### src/rtl/psram_burst_pkg.sv
package psram_burst_pkg;
    typedef enum logic [2:0] {
        ST_IDLE,
        ST_ADDR,
        ST_LAT,
        ST_WBEAT,
        ST_RBEAT,
        ST_GAP
    } burst_state_t;
endpackage

### src/rtl/psram_span_counter.sv
module psram_span_counter #(
    parameter int W = 4
) (
    input  logic         clk,
    input  logic         rst_n,
    input  logic         clr,
    input  logic         inc,
    output logic [W-1:0] count
);
    always_ff @(posedge clk) begin
        if (!rst_n) begin
            count <= '0;
        end else if (clr) begin
            count <= '0;
        end else if (inc) begin
            count <= count + W'(1);
        end
    end
endmodule

### src/rtl/psram_req_latch.sv
module psram_req_latch #(
    parameter int ADDR_W = 23
) (
    input  logic              clk,
    input  logic              rst_n,
    input  logic              load,
    input  logic              in_write,
    input  logic [ADDR_W-1:0] in_addr,
    input  logic [1:0]        in_be,
    output logic              hold_write,
    output logic [ADDR_W-1:0] hold_addr,
    output logic [1:0]        hold_be
);
    always_ff @(posedge clk) begin
        if (!rst_n) begin
            hold_write <= 1'b0;
            hold_addr  <= '0;
            hold_be    <= '0;
        end else if (load) begin
            hold_write <= in_write;
            hold_addr  <= in_addr;
            hold_be    <= in_be;
        end
    end
endmodule

### src/rtl/psram_burst_ctrl.sv
module psram_burst_ctrl
    import psram_burst_pkg::*;
#(
    parameter int ADDR_W         = 23,
    parameter int DATA_W         = 16,
    parameter int LATENCY        = 5,
    parameter int BURST_LEN      = 4,
    parameter int GAP_CYC        = 2,
    parameter int CLK_PERIOD_NS  = 20,
    parameter int BURST_LIMIT_NS = 2500
) (
    input  logic              clk,
    input  logic              rst_n,
    input  logic              req_valid,
    output logic              req_ack,
    input  logic              req_write,
    input  logic [ADDR_W-1:0] req_addr,
    input  logic [1:0]        req_be,
    input  logic [DATA_W-1:0] wr_data,
    output logic              wr_take,
    output logic              rd_valid,
    output logic [DATA_W-1:0] rd_data,
    output logic              mem_adv_n,
    output logic              mem_cs_n,
    output logic              mem_we_n,
    output logic              mem_oe_n,
    output logic              mem_lb_n,
    output logic              mem_ub_n,
    output logic [ADDR_W-1:0] mem_addr,
    output logic [DATA_W-1:0] mem_dq_out,
    output logic              mem_dq_oe,
    input  logic [DATA_W-1:0] mem_dq_in,
    input  logic              mem_wait
);
    localparam int MAX_CS_LOW = BURST_LIMIT_NS / CLK_PERIOD_NS - 1;
    localparam int GUARD_W    = $clog2(MAX_CS_LOW + 1);
    localparam int PH_MAX     = (LATENCY > GAP_CYC) ? LATENCY : GAP_CYC;
    localparam int PH_W       = $clog2(PH_MAX + 1);
    localparam int BEAT_W     = $clog2(BURST_LEN + 1);

    burst_state_t state_q, state_d;

    logic              hold_write;
    logic [ADDR_W-1:0] hold_addr;
    logic [1:0]        hold_be;
    logic [PH_W-1:0]   phase_cnt;
    logic [BEAT_W-1:0] beat_cnt;
    logic [GUARD_W-1:0] guard_cnt;

    logic accept, cs_active, beat_take, last_beat, guard_hit;

    assign accept    = (state_q == ST_IDLE) && req_valid;
    assign cs_active = (state_q == ST_ADDR) || (state_q == ST_LAT) ||
                       (state_q == ST_WBEAT) || (state_q == ST_RBEAT);
    assign beat_take = (state_q == ST_WBEAT) || ((state_q == ST_RBEAT) && mem_wait);
    assign last_beat = beat_take && (beat_cnt == BEAT_W'(BURST_LEN - 1));
    assign guard_hit = cs_active && (guard_cnt == GUARD_W'(MAX_CS_LOW - 1));

    psram_req_latch #(.ADDR_W(ADDR_W)) u_req (
        .clk       (clk),
        .rst_n     (rst_n),
        .load      (accept),
        .in_write  (req_write),
        .in_addr   (req_addr),
        .in_be     (req_be),
        .hold_write(hold_write),
        .hold_addr (hold_addr),
        .hold_be   (hold_be)
    );

    // Phase counter restarts on every state change: latency and gap spans.
    psram_span_counter #(.W(PH_W)) u_phase (
        .clk  (clk),
        .rst_n(rst_n),
        .clr  (state_q != state_d),
        .inc  (1'b1),
        .count(phase_cnt)
    );

    psram_span_counter #(.W(BEAT_W)) u_beat (
        .clk  (clk),
        .rst_n(rst_n),
        .clr  (state_q == ST_ADDR),
        .inc  (beat_take),
        .count(beat_cnt)
    );

    // Counts cycles with chip select low; bounds the burst duration.
    psram_span_counter #(.W(GUARD_W)) u_guard (
        .clk  (clk),
        .rst_n(rst_n),
        .clr  (!cs_active),
        .inc  (cs_active),
        .count(guard_cnt)
    );

    always_ff @(posedge clk) begin
        if (!rst_n) begin
            state_q <= ST_IDLE;
        end else begin
            state_q <= state_d;
        end
    end

    always_comb begin
        state_d = state_q;
        unique case (state_q)
            ST_IDLE:  if (req_valid) state_d = ST_ADDR;
            ST_ADDR:  state_d = ST_LAT;
            ST_LAT:   if (phase_cnt == PH_W'(LATENCY - 2))
                          state_d = hold_write ? ST_WBEAT : ST_RBEAT;
            ST_WBEAT: if (last_beat) state_d = ST_GAP;
            ST_RBEAT: if (last_beat) state_d = ST_GAP;
            ST_GAP:   if (phase_cnt == PH_W'(GAP_CYC - 1)) state_d = ST_IDLE;
        endcase
        if (guard_hit) state_d = ST_GAP;
    end

    always_comb begin
        req_ack    = 1'b0;
        wr_take    = 1'b0;
        rd_valid   = 1'b0;
        mem_adv_n  = 1'b1;
        mem_cs_n   = 1'b1;
        mem_we_n   = 1'b1;
        mem_oe_n   = 1'b1;
        mem_dq_oe  = 1'b0;
        mem_dq_out = '0;
        unique case (state_q)
            ST_IDLE: req_ack = req_valid;
            ST_ADDR: begin
                mem_cs_n  = 1'b0;
                mem_adv_n = 1'b0;
                mem_we_n  = !hold_write;
            end
            ST_LAT: begin
                mem_cs_n = 1'b0;
                mem_oe_n = hold_write;
            end
            ST_WBEAT: begin
                mem_cs_n   = 1'b0;
                mem_dq_oe  = 1'b1;
                wr_take    = 1'b1;
                mem_dq_out = wr_data;
            end
            ST_RBEAT: begin
                mem_cs_n = 1'b0;
                mem_oe_n = 1'b0;
                rd_valid = mem_wait;
            end
            ST_GAP: ;
        endcase
        mem_lb_n = !(cs_active && hold_be[0]);
        mem_ub_n = !(cs_active && hold_be[1]);
        mem_addr = hold_addr;
        rd_data  = mem_dq_in;
    end
endmodule

### config.mk
export PLATFORM = sky130hd
export DESIGN_NAME = psram_burst_ctrl
export DESIGN_NICKNAME = d
export VERILOG_FILES = /design/src/rtl/psram_burst_pkg.sv /design/src/rtl/psram_span_counter.sv /design/src/rtl/psram_req_latch.sv /design/src/rtl/psram_burst_ctrl.sv
export SDC_FILE = /design/constraint.sdc
export NUM_CORES = 1
export LEC_CHECK = 0
export ABC_AREA = 1
export BUFFER_PORTS_ARGS = -buffer_cell sky130_fd_sc_hd__buf_2
export CELL_PAD_IN_SITES_DETAIL_PLACEMENT = 2
export CELL_PAD_IN_SITES_GLOBAL_PLACEMENT = 2
export CORE_UTILIZATION = 21
export DETAILED_ROUTE_END_ITERATION = 10
export PLACE_DENSITY = 0.87
export SLEW_MARGIN = 20
export SYNTH_ARGS = -nofsm -noshare
export SYNTH_HDL_FRONTEND = slang
export SYNTH_SLANG_ARGS = --single-unit
### constraint.sdc
create_clock -name clk -period 2.1 [get_ports clk]
set_input_delay 0.42 -clock clk [delete_from_list [all_inputs] [get_ports clk]]
set_output_delay 0.42 -clock clk [all_outputs]
set_load 0.005 [all_outputs]
Word level (Yosys, flattened, before mapping)
Index checks and enable logic that the tools add are counted.
- shift operators: 0
- muxes and demuxes: 15
- magnitude comparators: 0
- eq/ne operators: 10
- bitwise gates (word level): 1
- reductions and logical operators: 19
- div/mod/pow operators: 0
- add/subtract/negate cells: 3
- multiply operators: 0
- operators by type and width (operator ; count):
    3-bit 2-to-1 mux ; 6
    16-bit 2-to-1 mux ; 1
    3-bit case mux with 5 select lines ; 1
    3-bit by 2-bit == test with 1-bit output (second input constant) ; 4
    7-bit by 1-bit adder with 7-bit output (second input constant) ; 1
    7-bit == test (second input constant) ; 1
    3-bit by 1-bit adder with 3-bit output (second input constant) ; 2
    3-bit by 1-bit == test with 1-bit output (second input constant) ; 2
    3-bit == test (second input constant) ; 2
    1-bit logical AND ; 6
    1-bit 2-to-1 mux ; 6
    2-bit OR reduction ; 3
    1-bit logical OR ; 4
    4-bit OR reduction ; 1
    1-bit logical NOT ; 3
    3-bit logical NOT ; 1
    3-bit != test ; 1
    1-bit case mux with 2 select lines ; 1
    2-bit AND reduction ; 1
    1-bit inverter ; 1
- logic and storage cells: 55
- ROM bits: 0
- output and inout bits: 65
- memories kept: 0
- memory bits (writable): 0
- register bits: 42
- bits in latches: 0
- input bits: 62

Logic depth before layout (Yosys ltp)
- depth in word-level cells: 9
- mapped depth: 13
- gate-level depth less buffers: 13

Cells and area by module
Synthesis repeated with hierarchy kept, for this count alone.
- cell total of the unflattened synthesis: 399
- area, all modules: 2457.4 um2
- by module, submodules not included (module ; area each (um2) ; instances ; cells an instance ; sequential area each (um2)):
    psram_req_latch ; 1094.8 ; 1 ; 165 ; 520.5
    psram_burst_ctrl ; 757.0 ; 1 ; 148 ; 60.1
    psram_span_counter (u_guard) ; 325.3 ; 1 ; 46 ; 140.1
    psram_span_counter (u_beat ...) ; 140.1 ; 2 ; 20 ; 60.1

Least setup slack after synthesis
OpenSTA, ideal clock, no wires.
- path kind: register -> output
- start: register state_q[2]
- end: output wr_take
- arrival time: 1.149 ns
- slack: 0.531 ns
- buffers on the path: 2
- required time: 1.680 ns
- stages on the path, launching flop included: 6
- cells stage by stage: dfxtp_1 nor2_4 nand2_4 clkbuf_1 inv_1 buf_4
- longest elaborated chain between the ends: 2
- ends and longest elaborated chain (element ; line ; RTL):
    from (decl) ; psram_burst_ctrl.sv:41 ; burst_state_t state_q, state_d;
    from (signal assigned) ; psram_burst_ctrl.sv:101 ; state_q <= state_d;
    3-bit by 2-bit == test with 1-bit output ; -- ;
    1-bit 2-to-1 mux ; -- ;
    to (decl) ; psram_burst_ctrl.sv:20 ; output logic wr_take,
No other way between the ends.

Worst setup path in the final report
- start: register state_q[2]
- end: output mem_oe_n
- longest elaborated chain between the ends: 2
- elaborated cells on any way between the ends: 3
- those cells by class: 2 x eq/ne; 1 x mux
- ends and longest elaborated chain (element ; line ; RTL):
    3-bit == test / 3-bit by 2-bit == test with 1-bit output (equally long branches) ; psram_burst_ctrl.sv:129 ; unique case (state_q)
    1-bit case mux with 2 select lines * ; psram_burst_ctrl.sv:129 ;
    to (decl) ; psram_burst_ctrl.sv:26 ; output logic mem_oe_n,
Mark *: on every way between the ends. The rest lies on a longest branch, timed or not.

==> summary.txt <==
CP peak stage delay: 0.42 ns
Fin. Hold Viols: 0
Period minus WS final: 1.901 ns
EDFF count, synth: 0
IO buf count: 94
Pwr Total: 1739 uW
grt met3 use: 2.257%
Cell variety after synth: 28
GR peak layer: met2
Net Count, Synth: 372
Worst Path Buf+Inv: 2
routed vias/inst: 4.158
GR Overflow Total: 0
clock sink count: 42
crit path from: state_q[2]
power share of the combinational group: 19.6%
Worst path top cell family by delay: simple AND/OR/NAND/NOR gates
final non-filler cell total: 514
async set-or-reset flop fraction in the synthesized netlist: 0%
mean post-synth cell area: 6.919 um2
critical path depth: 6
maximum VDD drop: 485.9 uV
Root Driver: clkbuf_8
Pwr Density: 652.7 nW/um2
critical path data arrival time: 1.48 ns
Yosys top cell area share: 39.98%
# placed instances: 507
detailed placer's ending HPWL: 5323 um
number of I/O pins: 127
crit-path cells: inv_2, nand2_1, nor2_1, nand2_1, nand2_1, buf_2
top-count cell post-synth: nor2_1
htree depth: 2
register area share after synthesis: 39.98%
critical path fanouts, max: 7
Setup Crit Path Kind: reg -> out
Worst Reg-to-Reg Cells: 11
GR Util met2: 23.75%
via count: 2137
commonest cells in the netlist: nor2_1, dfxtp_1, inv_1
sequential power share: 52.3%
initial antenna violation count: 0
largest family of logic cells by synthesized area: simple AND/OR/NAND/NOR gates
Startpoint Class: flop
FP Rows: 36
compound-gate portion of the synthesized area: 9.816%
Post-Synth Simple-Gate Area: 30.52%
worst reg2reg endpoint: u_phase.count[2]
die area: 10420 um2
Clk pin slew, worst setup/hold paths: 0.08 ns
crit end category: primary output
most frequent CP cell: nand2_1
per-cell routed wire length: 12.64 um
Tightest Pin Transition: 0.4854 ns
worst r2r src: u_phase.count[0]
Critical-path top delay cell: dfxtp_1
max_cap viols: 0
CTS Buffer Depth: 2
Yosys warnings: 0
largest net degree at the start of global routing: 32
worst hold path class: in -> reg
Fillers: 1243
Die Span X: 102.1 um
Worst slew margin: 67.64%
Final Slew Violations: 0
Worst Path Required: 1.68 ns
Internal Power: 1230 uW
outcome: finished, final reports clean
Synth Register Bits: 42
switching part of the total power: 29.24%
Clk pwr share: 28.1%
mux cell area share after synthesis: 0%
P&R area growth vs syn: 26.65%
Setup TNS Final: 0 ns
Clock Latency Late Sink: 0.29 ns
placed cell area: 2584 um2
vias in the first global route: 2207
residual DRC count: 0
period utilization: 90.54%
end point of the critical path: mem_oe_n
Util after Layout: 27.38%
first-pass GRT wire length: 10510 um
First DRT Iteration DRCs: 34
# nets final: 449
post-route cell area: 2664 um2
die height: 102.1 um
Reg2Reg Setup Slack: 0.25 ns
Initial Utilization: 21.62%
synthesized area: 2103 um2
antenna-violating nets left: 0
Synth area leaders: dfxtp_1, nor2_1, o21ai_0, inv_1, buf_4
GRT Total Usage: 12.86%
Post-Synth Adder-Cell Area: 3.569%
GP Congestion: 0.7783
instance count of the mapped netlist: 304
Core Area: 9729 um2
Peak Freq: 525.9 MHz
leakage power: 0.001385 uW
Num CTS Buffers: 5
ANT cells: 0
GR Util met1: 14.87%
NetSw: 508.3 uW
register area: 842.1 um2
area leader, netlist: dfxtp_1
Clock Skew: 0.008992 ns
RSZ-0062 raised after global routing: false
Post-Synth XOR/XNOR Area: 0.8328%
share of post-route cells with drive strength above 1: 32.02%
multi-input logic area: 940.9 um2
top_reg_cell synth: dfxtp_1
final setup fails: 0
drt total wl: 6497 um
DRT Pass-1 Iters: 4
CTS tree: built
==> cells by family after synthesis <==
logic type | after synthesis
flip-flops | 42
XOR/XNOR | 2
adder cells (fa/ha/maj) | 6
AO/OA/AOI/OAI | 39
buffers and inverters | 66
AND/OR/NAND/NOR | 149
==> power groups by stage <==
| stage | Combinational, uW | Sequential [uW] | Clock [uW] |
|---|---|---|---|
| 2_1_floorplan | 214 | 920 | 0 |
| 3_3_place_gp | 333 | 921 | 0 |
| 3_5_place_dp | 351 | 928 | 0 |
| 4_1_cts | 351 | 910 | 519 |
| 5_1_grt | 393 | 918 | 553 |
| 6_report | 341 | 909 | 489 |
==> area by class of cell <==
cell class	instances	area share, %
Tap cell	133	6.247
Inverter	40	5.636
Clock buffer	5	2.583
Multi-Input combinational cell	196	35.32
Clock inverter	2	0.3758
Timing Repair Buffer	96	18.22
Sequential cell	42	31.61
==> repair_timing <==
action                     in CTS  in global routing
hold buffers                    0                  0
buffers inserted                0                  0
setup endpoints to repair       0                  1
resized for setup               0                  1
==> stage by stage <==
step / hold slack [ns] / setup WS, ns
after detailed placement: 0.4739 / 0.2522
final: 0.3839 / 0.1986
after global placement: 0.4407 / 0.4574
after CTS: 0.3732 / 0.1288
after floorplan: 0.4295 / 0.5313
after global routing: 0.3957 / 0.03042
==> registers in the layout, indices dropped and copies added, names as in the netlist <==
register,count
u_req.hold_write,1
u_beat.count,3
u_guard.count,7
u_req.hold_addr,23
state_q,3
u_req.hold_be,2
u_phase.count,3
==> worst min path at each step <==
stage | slack [ns] | endpoint | from | cells after the start
finish | 0.38 | u_req.hold_be[0] | req_be[0] | 3
floorplan | 0.43 | u_guard.count[0] | u_guard.count[0] | 1
CTS | 0.37 | u_req.hold_be[0] | req_be[0] | 3
global route | 0.40 | u_req.hold_addr[13] | req_addr[13] | 3
detailed placement | 0.47 | u_req.hold_addr[7] | u_req.hold_addr[7] | 2
global placement | 0.44 | u_guard.count[0] | u_guard.count[0] | 1
==> tightest hold or removal path: stages <==
cell and delay [ns]:
buf_2 0.07, o21ai_0 0.07, nor2_1 0.08
==> cell usage in the layout (no fill, tap or decap) <==
cell type  synthesis  routed
a31oi_1            1       1
clkbuf_8           0       5
nor2_4             2       2
nand4_1            3       3
nand2_2            3       3
clkinv_2           0       2
o21ai_0           30      30
inv_2              5       5
a21oi_1            6       6
nor2_2             2       2
nor4_1             1       1
nand3_2            1       1
inv_1             35      35
nand2_1           27      27
or2_2              1       1
nor3_1             6       6
nand3_1           11      11
nand2_4            2       2
buf_2              2      94
ha_1               6       6
dfxtp_2            0       1
a21boi_2           1       1
xnor2_1            1       1
o21ai_2            1       1
xor2_1             1       1
dfxtp_1           42      41
buf_4             17       2
nor2_1            90      90
==> routing by layer <==
metal	vias up	routed length [um]
met5	-	0
met4	0	85
met3	6	232
met2	37	3588
met1	1018	2590
li1	1076	-
(Power assumes the default switching activity.)
